===== src/rtl/ifc_pkg.sv =====
package ifc_pkg;

  localparam int SRC_W      = 64;
  localparam int DBL_EXP_W  = 11;
  localparam int DBL_FRAC_W = 52;
  localparam int SGL_FRAC_W = 23;
  localparam int DBL_BIAS   = 1023;
  localparam int CLS_W      = 5;

  typedef enum logic [1:0] {
    IT_S32 = 2'd0,
    IT_U32 = 2'd1,
    IT_S64 = 2'd2,
    IT_U64 = 2'd3
  } itype_e;

  typedef enum logic [1:0] {
    RM_NEAR = 2'd0,
    RM_ZERO = 2'd1,
    RM_POS  = 2'd2,
    RM_NEG  = 2'd3
  } rmode_e;

  localparam logic [CLS_W-1:0] CLS_PZERO = 5'h02;
  localparam logic [CLS_W-1:0] CLS_PNORM = 5'h04;
  localparam logic [CLS_W-1:0] CLS_NNORM = 5'h08;

  typedef struct packed {
    logic [SRC_W-1:0] result;
    logic             fr;
    logic             fi;
    logic [CLS_W-1:0] fprf;
    logic             xx;
    logic             stat_we;
  } conv_res_t;

endpackage


===== src/rtl/ifc_prep.sv =====
module ifc_prep
  import ifc_pkg::*;
#(
  parameter int W = 64
) (
  input  logic [W-1:0] src,
  input  logic [1:0]   itype,
  output logic         sign,
  output logic [W-1:0] mag,
  output logic         is_zero
);
  localparam int HW = W / 2;

  logic [W-1:0] ext_s;
  logic [W-1:0] ext_u;

  assign ext_s = {{HW{src[HW-1]}}, src[HW-1:0]};
  assign ext_u = {{HW{1'b0}}, src[HW-1:0]};

  always_comb begin
    sign = 1'b0;
    mag  = src;
    unique case (itype_e'(itype))
      IT_S32: begin
        sign = src[HW-1];
        mag  = sign ? (~ext_s + 1'b1) : ext_s;
      end
      IT_U32: begin
        mag = ext_u;
      end
      IT_S64: begin
        sign = src[W-1];
        mag  = sign ? (~src + 1'b1) : src;
      end
      default: begin
        mag = src;
      end
    endcase
  end

  assign is_zero = (mag == '0);

endmodule


===== src/rtl/ifc_lzc.sv =====
module ifc_lzc #(
  parameter int W  = 64,
  parameter int CW = $clog2(W + 1)
) (
  input  logic [W-1:0]  val,
  output logic [CW-1:0] cnt,
  output logic [W-1:0]  norm
);
  logic found;

  always_comb begin
    cnt   = '0;
    found = 1'b0;
    for (int i = W - 1; i >= 0; i--) begin
      if (!found) begin
        if (val[i]) found = 1'b1;
        else        cnt   = cnt + 1'b1;
      end
    end
  end

  assign norm = val << cnt;

endmodule


===== src/rtl/ifc_round.sv =====
module ifc_round
  import ifc_pkg::*;
#(
  parameter int W      = 64,
  parameter int FW     = 52,
  parameter int OUT_FW = 52
) (
  input  logic [W-1:0]      norm,
  input  logic              sign,
  input  logic [1:0]        rmode,
  output logic [OUT_FW-1:0] frac,
  output logic              carry,
  output logic              incr,
  output logic              inexact
);
  localparam int KW = FW + 1;
  localparam int GP = W - 1 - KW;
  localparam int SP = GP - 2;

  logic [KW-1:0] kept;
  logic          g_bit;
  logic          r_bit;
  logic          s_bit;
  logic [KW:0]   sum;

  assign kept    = norm[W-1 -: KW];
  assign g_bit   = norm[GP];
  assign r_bit   = norm[GP-1];
  assign s_bit   = |norm[SP:0];
  assign inexact = g_bit | r_bit | s_bit;

  always_comb begin
    unique case (rmode_e'(rmode))
      RM_NEAR: incr = g_bit & (r_bit | s_bit | kept[0]);
      RM_ZERO: incr = 1'b0;
      RM_POS:  incr = ~sign & inexact;
      default: incr = sign & inexact;
    endcase
  end

  assign sum   = {1'b0, kept} + {{KW{1'b0}}, incr};
  assign carry = sum[KW];
  assign frac  = OUT_FW'(sum[FW-1:0]) << (OUT_FW - FW);

endmodule


===== src/rtl/ifc_convert.sv =====
module ifc_convert
  import ifc_pkg::*;
(
  input  logic        clk,
  input  logic        rst_n,
  input  logic        in_valid,
  output logic        in_ready,
  input  logic [63:0] in_src,
  input  logic [1:0]  in_itype,
  input  logic        in_single,
  input  logic [1:0]  in_rmode,
  output logic        out_valid,
  input  logic        out_ready,
  output logic [63:0] out_result,
  output logic        out_fr,
  output logic        out_fi,
  output logic [4:0]  out_fprf,
  output logic        out_xx,
  output logic        out_stat_we
);
  localparam int CW   = $clog2(SRC_W + 1);
  localparam int NFMT = 2;

  logic             sign;
  logic [SRC_W-1:0] mag;
  logic             is_zero;
  logic [CW-1:0]    lz;
  logic [SRC_W-1:0] norm;

  logic [DBL_FRAC_W-1:0] frac_f  [NFMT];
  logic                  carry_f [NFMT];
  logic                  incr_f  [NFMT];
  logic                  inex_f  [NFMT];

  logic [DBL_FRAC_W-1:0] frac;
  logic                  carry;
  logic                  incr;
  logic                  inexact;
  logic [DBL_EXP_W-1:0]  exp_b;
  logic                  stat_we;
  conv_res_t             nxt;
  conv_res_t             held;
  logic                  held_v;

  ifc_prep #(.W(SRC_W)) u_prep (
    .src     (in_src),
    .itype   (in_itype),
    .sign    (sign),
    .mag     (mag),
    .is_zero (is_zero)
  );

  ifc_lzc #(.W(SRC_W), .CW(CW)) u_lzc (
    .val  (mag),
    .cnt  (lz),
    .norm (norm)
  );

  for (genvar f = 0; f < NFMT; f++) begin : g_fmt
    localparam int FW = (f == 0) ? DBL_FRAC_W : SGL_FRAC_W;
    ifc_round #(.W(SRC_W), .FW(FW), .OUT_FW(DBL_FRAC_W)) u_round (
      .norm    (norm),
      .sign    (sign),
      .rmode   (in_rmode),
      .frac    (frac_f[f]),
      .carry   (carry_f[f]),
      .incr    (incr_f[f]),
      .inexact (inex_f[f])
    );
  end

  assign frac    = in_single ? frac_f[1]  : frac_f[0];
  assign carry   = in_single ? carry_f[1] : carry_f[0];
  assign incr    = in_single ? incr_f[1]  : incr_f[0];
  assign inexact = in_single ? inex_f[1]  : inex_f[0];

  assign exp_b   = DBL_EXP_W'(DBL_BIAS + SRC_W - 1) - DBL_EXP_W'(lz)
                 + DBL_EXP_W'(carry);
  assign stat_we = in_itype[1] | in_single;

  always_comb begin
    nxt         = '0;
    nxt.stat_we = stat_we;
    if (!is_zero) begin
      nxt.result = {sign, exp_b, frac};
    end
    if (stat_we) begin
      nxt.fr   = ~is_zero & incr;
      nxt.fi   = ~is_zero & inexact;
      nxt.xx   = ~is_zero & inexact;
      nxt.fprf = is_zero ? CLS_PZERO : (sign ? CLS_NNORM : CLS_PNORM);
    end
  end

  assign in_ready = ~held_v | out_ready;

  always_ff @(posedge clk) begin
    if (!rst_n) begin
      held_v <= 1'b0;
      held   <= '0;
    end else if (in_ready) begin
      held_v <= in_valid;
      if (in_valid) held <= nxt;
    end
  end

  assign out_valid   = held_v;
  assign out_result  = held.result;
  assign out_fr      = held.fr;
  assign out_fi      = held.fi;
  assign out_fprf    = held.fprf;
  assign out_xx      = held.xx;
  assign out_stat_we = held.stat_we;

endmodule


===== config.mk =====
export PLATFORM = sky130hd
export DESIGN_NAME = ifc_convert
export DESIGN_NICKNAME = d
export VERILOG_FILES = /design/src/rtl/ifc_pkg.sv /design/src/rtl/ifc_prep.sv /design/src/rtl/ifc_lzc.sv /design/src/rtl/ifc_round.sv /design/src/rtl/ifc_convert.sv
export SDC_FILE = /design/constraint.sdc
export NUM_CORES = 1
export LEC_CHECK = 0
export CAP_MARGIN = 40
export CELL_PAD_IN_SITES_DETAIL_PLACEMENT = 1
export CELL_PAD_IN_SITES_GLOBAL_PLACEMENT = 2
export CORE_UTILIZATION = 35
export DETAILED_ROUTE_END_ITERATION = 8
export PLACE_DENSITY = 0.88
export SLEW_MARGIN = 20
export SYNTH_ARGS = -nofsm -noshare
export SYNTH_HDL_FRONTEND = slang
export SYNTH_SLANG_ARGS = --single-unit

===== constraint.sdc =====
create_clock -name clk -period 77.7 [get_ports clk]
set_input_delay 15.54 -clock clk [delete_from_list [all_inputs] [get_ports clk]]
set_output_delay 15.54 -clock clk [all_outputs]
set_load 0.02 [all_outputs]

## Word-level counts from Yosys, hierarchy flattened

Cells that the tools add are included.

| cells by class | value |
|---|---|
| mux-type cells | 266 |
| bitwise operators | 23 |
| shift-type cells | 1 |
| equal/unequal tests | 4 |
| reductions and logical operators | 6 |
| add/subtract/negate cells | 69 |

Operator list:

| kind | count |
|---|---|
| 7-bit 2-to-1 mux | 126 |
| 7-bit by 1-bit adder with 7-bit output, second input constant | 62 |
| 64-bit 2-to-1 mux | 3 |
| 64-bit case mux with 3 select lines | 1 |
| 1-bit 2-to-1 mux | 129 |
| 64-bit by 1-bit adder with 64-bit output, second input constant | 2 |
| 64-bit NOT | 2 |
| 64-bit zero test | 1 |
| 64-bit by 7-bit << shifter with 64-bit output | 1 |
| 53-bit by 1-bit adder with 54-bit output | 1 |
| 52-bit 2-to-1 mux | 1 |
| 38-bit OR reduction | 1 |
| 24-bit by 1-bit adder with 25-bit output | 1 |
| 11-bit by 1-bit adder with 11-bit output | 1 |
| 11-bit by 7-bit subtractor with 11-bit output, first input constant | 1 |
| 1-bit OR | 10 |
| 9-bit OR reduction | 1 |
| 1-bit AND | 8 |
| 4-bit 2-to-1 mux | 2 |
| 8-bit 2-to-1 mux | 1 |
| 1-bit case mux with 3 select lines | 2 |
| 2-bit by 1-bit == test with 1-bit output, second input constant | 2 |
| 2-bit == test, second input constant | 2 |
| 2-bit zero test | 2 |
| other kinds (4) | 6 |

| word-level totals | value |
|---|---|
| output and inout port bits | 75 |
| register bits | 74 |
| bits of input ports | 73 |

## Longest topological paths before layout

| logic depth | value |
|---|---|
| depth in word-level cells | 204 |
| depth in mapped cells | 272 |

## Cells and area by module

Synthesis repeated with hierarchy kept, for this count alone.

| unflattened totals | value |
|---|---|
| cells, all modules | 3135 |
| area, all modules | 22046.1 um^2 |

Modules (own cells, without submodules):

| module | area an instance (um^2) | cells each | instances | seq. area each (um^2) |
|---|---|---|---|---|
| ifc_lzc | 14117.3 | 2079 | 1 | 0.0 |
| ifc_convert | 3587.2 | 401 | 1 | 1421.4 |
| ifc_prep | 2446.1 | 380 | 1 | 0.0 |
| ifc_round (g_fmt[0].u_round) | 1089.8 | 163 | 1 | 0.0 |
| ifc_round (g_fmt[1].u_round) | 805.8 | 112 | 1 | 0.0 |

## Least setup slack after synthesis

OpenSTA, ideal clock, no wires.

| timing | value |
|---|---|
| path type | input to register |
| from | in in_src[0] |
| to | reg held (netlist bit out_result[58]) |
| path slack | 18220 ps |
| arrival | 59415 ps |
| setup time | 65 ps |
| stages | 263 |
| path buffers | 7 |
| data required time | 77635 ps |
| cell sequence | clkbuf_1 -> inv_1 -> ha_1 -> nor4b_1 -> nand4_1 -> nor4_1 -> mux2_2 -> or3_1 -> clkbuf_1 -> inv_1 -> ha_1 -> nor2_1 -> nor2_1 -> ha_1 -> nand2_1 -> a31oi_1 -> ha_1 -> inv_1 -> [227 not listed] -> o31ai_1 -> o21a_1 -> nor2_1 -> ha_1 -> ha_1 -> and2_1 -> a31o_2 -> buf_4 -> nor4b_1 -> o2111ai_1 -> ha_1 -> ha_1 -> nand3_1 -> or3_1 -> xnor2_1 -> nor3_1 -> a21oi_1 -> nor2b_1 |

| between the ends | value |
|---|---|
| cells in the longest elaborated chain, start to end | 204 |

RTL lines:

| element | line | text |
|---|---|---|
| from (decl) | ifc_convert.sv:8 | `input logic [63:0] in_src,` |
| 64-bit NOT, on equally long branches | ifc_prep.sv:33, ifc_prep.sv:26 |  |
| 64-bit by 1-bit adder with 64-bit output, on equally long branches | ifc_prep.sv:33, ifc_prep.sv:26 |  |
| 64-bit 2-to-1 mux, on equally long branches | ifc_prep.sv:33, ifc_prep.sv:26 |  |
| 64-bit case mux with 3 select lines * | ifc_prep.sv:23 | `unique case (itype_e'(itype))` |
| 1-bit 2-to-1 mux | ifc_lzc.sv:16 | `if (val[i]) found = 1'b1;` |
| 1-bit by 1-bit adder with 2-bit output | ifc_lzc.sv:17 | `else cnt = cnt + 1'b1;` |
| 7-bit 2-to-1 mux | ifc_lzc.sv:16 |  |
| 7-bit 2-to-1 mux | ifc_lzc.sv:15 | `if (!found) begin` |
| [187 not listed] | -- |  |
| 9-bit OR reduction / 38-bit OR reduction (equally long branches) | ifc_round.sv:29 | `assign s_bit = \|norm[SP:0];` |
| 1-bit OR (2 in a row) | ifc_round.sv:34 | `RM_NEAR: incr = g_bit & (r_bit \| s_bit \| kept[0]);` |
| 1-bit AND | ifc_round.sv:34 |  |
| 1-bit case mux with 3 select lines | ifc_round.sv:33 | `unique case (rmode_e'(rmode))` |
| 53-bit by 1-bit adder with 54-bit output / 24-bit by 1-bit adder with 25-bit output (equally long branches) | ifc_round.sv:41 | `assign sum = {1'b0, kept} + {{KW{1'b0}}, incr};` |
| 1-bit 2-to-1 mux | ifc_convert.sv:73 | `assign carry = in_single ? carry_f[1] : carry_f[0];` |
| 11-bit by 1-bit adder with 11-bit output | ifc_convert.sv:78 | `+ DBL_EXP_W'(carry);` |
| 64-bit 2-to-1 mux * | ifc_convert.sv:84 | `if (!is_zero) begin` |
| to (signal assigned) | ifc_convert.sv:103 | `if (in_valid) held <= nxt;` |
| to (decl) | ifc_convert.sv:42 | `conv_res_t held;` |

Every way passes the cells marked *; elsewhere a longest branch is shown, timed or not.
A chain may end at the register's enable or synchronous reset.

## Worst setup path after layout

Ends and elaborated chain as after synthesis.

==> impl_metrics.yaml <==
global_routing:
  grt_usage_pct: 27.30
  grt_pass1_wl_mm: 133.9
  grt_max_degree: 73
  grt_antenna_before_repair: 0
  grt_overflow_total: 0
  grt_pass1_vias: 23660
timing:
  max_clock_freq_mhz: 15.01
  tns_ns: 0
  maxSlewViolCount: 0
  whs_ns: 0.4514
  rsz0062_at_grt: "no"
  hold_viol: 0
  worst_pin_slew_ns: 0.8723
  fin_crit_ns: 66.64
  finalSetupViolations: 0
  slew_headroom_pct: 40.18
  skew_ns: 0.005271
  timing.final.crit_share_pct: 85.77
worst_setup_path:
  path_delay_family: "adder cells"
  crit_fanout: 64
  reg2reg_depth: 7
  crit_top_cell: "ha_1"
  start_kind: "input pin"
  cpMaxStageDelayCell: "nor4_1"
  end_kind: "flop"
  required_ns: 77.93
  cp.arrival_ns: 66.88
  r2r-start: "out_valid"
  r2r-end: "out_result[33]"
  cpPeakStageDelay_ns: 0.65
  setup.worst_path.start: "in_src[0]"
  crit_type: "in2reg"
  worstSetupPathDepth: 257
  cp-endpoint: "out_result[58]"
  cp_num_buf_inv: 11
  r2r_slack_ns: 75.42
worst_hold_path:
  worstHoldStart: "out_result[40]"
  holdCritPathClass: "reg2reg"
floorplanning:
  initial_utilization_pct: 35.39
  core_area_sq_um: 58910
  die_y_um: 246.0
  ios: 148
  die_w_um: 246.0
  std_cell_rows: 89
  die-area_sq_um: 60540
drt:
  vias: 23610
  route.detailed.drc: 0
  vias_per_cell: 5.959
  wl_mm: 85.24
  dr.pass1.iters: 6
  postRouteAntennaNets: 0
  wl_per_cell_um: 21.52
  first_iter_violations: 1654
clocking:
  clock_sinks: 71
  cts_setup_buffers: 0
  cts_tree: "done"
  cts_max_level: 3
  path_clk_slew_ns: 0.06
  insertion_delay_ns: 0.34
  hold_buffers: 0
  cts-buffers-inserted: 9
  root_buffer: "clkbuf_16"
  cts_buffer_depth: 2
  ctsResizeCount: 0
power:
  p_int_mw: 0.2049
  pwr_density_cell_nw_per_um2: 19.64
  switching_share_pct: 55.34
  power_frac_comb_pct: 79.5
  p_switching_mw: 0.2539
  total_power_mw: 0.4588
  irDropWorstVdd_uv: 15.67
  leakage_nw: 8.677
  p_clk_share_pct: 10.6
  pwr-share-seq_pct: 9.9
run_status:
  outcome: "completed"
placement:
  gp_congestion: 0.9331
  port_buffers: 145
  detailed_place_hpwl_mm: 70.05
synthesis:
  synth_area_leaders: "nand2_1 8.1%, xnor2_1 7.2%, nor2_1 7.1%"
  synthCells: 3146
  ys_seq_area_share_pct: 6.819
  synth_area_sq_um: 20840
  synth.avg_cell_area_sq_um: 6.626
  async_reset_ff_share_pct: 0
  synth-main-ff-cell: "dfxtp_1"
  yosys_warnings: 0
  synth_top_cell_by_area: "nand2_1"
  synth_edf_count: 0
  synth.distinct_cells: 116
  ys_ff_latch: 71
  synth_top_area_share_pct: 8.103
layout:
  synthToLayoutAreaGrowth_pct: 12.09
  layout_common_cells: "448 x nand2_1, 396 x nor2_1, 226 x a21oi_1, 199 x o21ai_0, 168 x xnor2_1"
  nNetsFinal: 3327
  final_layout_size_suffix_gt1_share_pct: 7.434
  fill_cells: 7565
  n_antenna_cell: 0
  regArea_sq_um: 1421
  final_common_cell: "nand2_1"
  multiInputGateArea_sq_um: 18480
run:
  max_cap_viol_count: 0
==> cells by family after synthesis <==
| group | count (synthesis) | synth area share (%) |
|---|---|---|
| AOI/OAI and AO/OA | 772 | 23.55 |
| xor gates and xnor gates | 330 | 17.14 |
| adders and majority gates | 75 | 4.454 |
| buffers and inverters | 244 | 4.916 |
| DFF | 71 | 6.819 |
| muxes | 146 | 7.467 |
| other | 1 | 0.01799 |
| and+or+nand+nor | 1507 | 35.64 |
==> routing by layer <==
layer	global-route usage (%)	wire length [um]
met4	4.896	1313
met2	47.19	40860
met5	0	0
met1	37.35	40120
met3	1.525	2946
==> cell usage after synthesis (11+ instances only) <==
master / number
nand2_1: 450
nor2_1: 396
a21oi_1: 227
o21ai_0: 199
xnor2_1: 171
nor3_1: 112
clkbuf_1: 107
mux2i_1: 105
xor2_1: 105
nand3_1: 104
inv_1: 73
dfxtp_1: 71
ha_1: 71
nor2b_1: 61
nand2b_1: 45
nor4_1: 43
and3_1: 42
a31oi_1: 41
and2_1: 40
nand4_1: 39
a22oi_1: 37
mux2_2: 35
a211oi_1: 30
o211ai_1: 27
or3_1: 27
buf_1: 23
buf_2: 23
o31ai_1: 23
nor3b_1: 22
or4_1: 22
or2_2: 19
a21boi_0: 16
a21o_1: 15
o22ai_1: 14
xnor2_2: 14
o31a_1: 11
xnor2_4: 11
==> worst min path at each step <==
| stage | to | cells after the start |
|---|---|---|
| detailed placement | out_result[40] | 2 |
| CTS | out_result[40] | 2 |
| global route | out_result[20] | 2 |
| global placement | out_result[48] | 2 |
| finish | out_result[40] | 2 |
| floorplan | out_result[42] | 2 |
==> sequential cells by signal, summed over array words and instances, names as in the netlist <==
name,count
out_result,64
out_fprf,3
out_fi,1
out_fr,1
out_stat_we,1
out_valid,1
==> metrics by stage <==
step                      util, %  cells  setup WS (ns)  area, sq um
after floorplan                 -   3147          18.22        20850
after global placement      38.81   3931          13.08        22860
after detailed placement    38.93   3937          11.06        22930
after CTS                   39.53   3953          11.17        23290
after global routing        39.66   3961          6.721        23360
final                       39.66   3961          11.06        23360
==> worst reg2reg max path, stage by stage, from the launching register on <==
cell      delay (ns)
dfxtp_1         0.32
nand2b_1        0.13
nand2_2         0.06
buf_4           0.29
nor2_1          0.43
nand2_1         0.41
nor2_1          0.40
a22o_1          0.18
==> cell type report <==
cell class	count	share of cell area, %
inverter	75	1.205
timing repair buffer	194	7.952
sequential	71	6.083
tap	773	4.139
multi-input combinational	2832	79.10
clock inverter	6	0.4980
clock buffer	10	1.023
==> power groups by stage <==
stage	registers [mW]	logic (mW)	clock network [mW]
6_report	0.0455	0.365	0.0487
3_3_place_gp	0.0460	0.350	0
5_1_grt	0.0462	0.398	0.0514
2_1_floorplan	0.0528	0.243	0
4_1_cts	0.0457	0.361	0.0495
3_5_place_dp	0.0464	0.358	0
No activity file was read; power rests on OpenSTA's default activity.
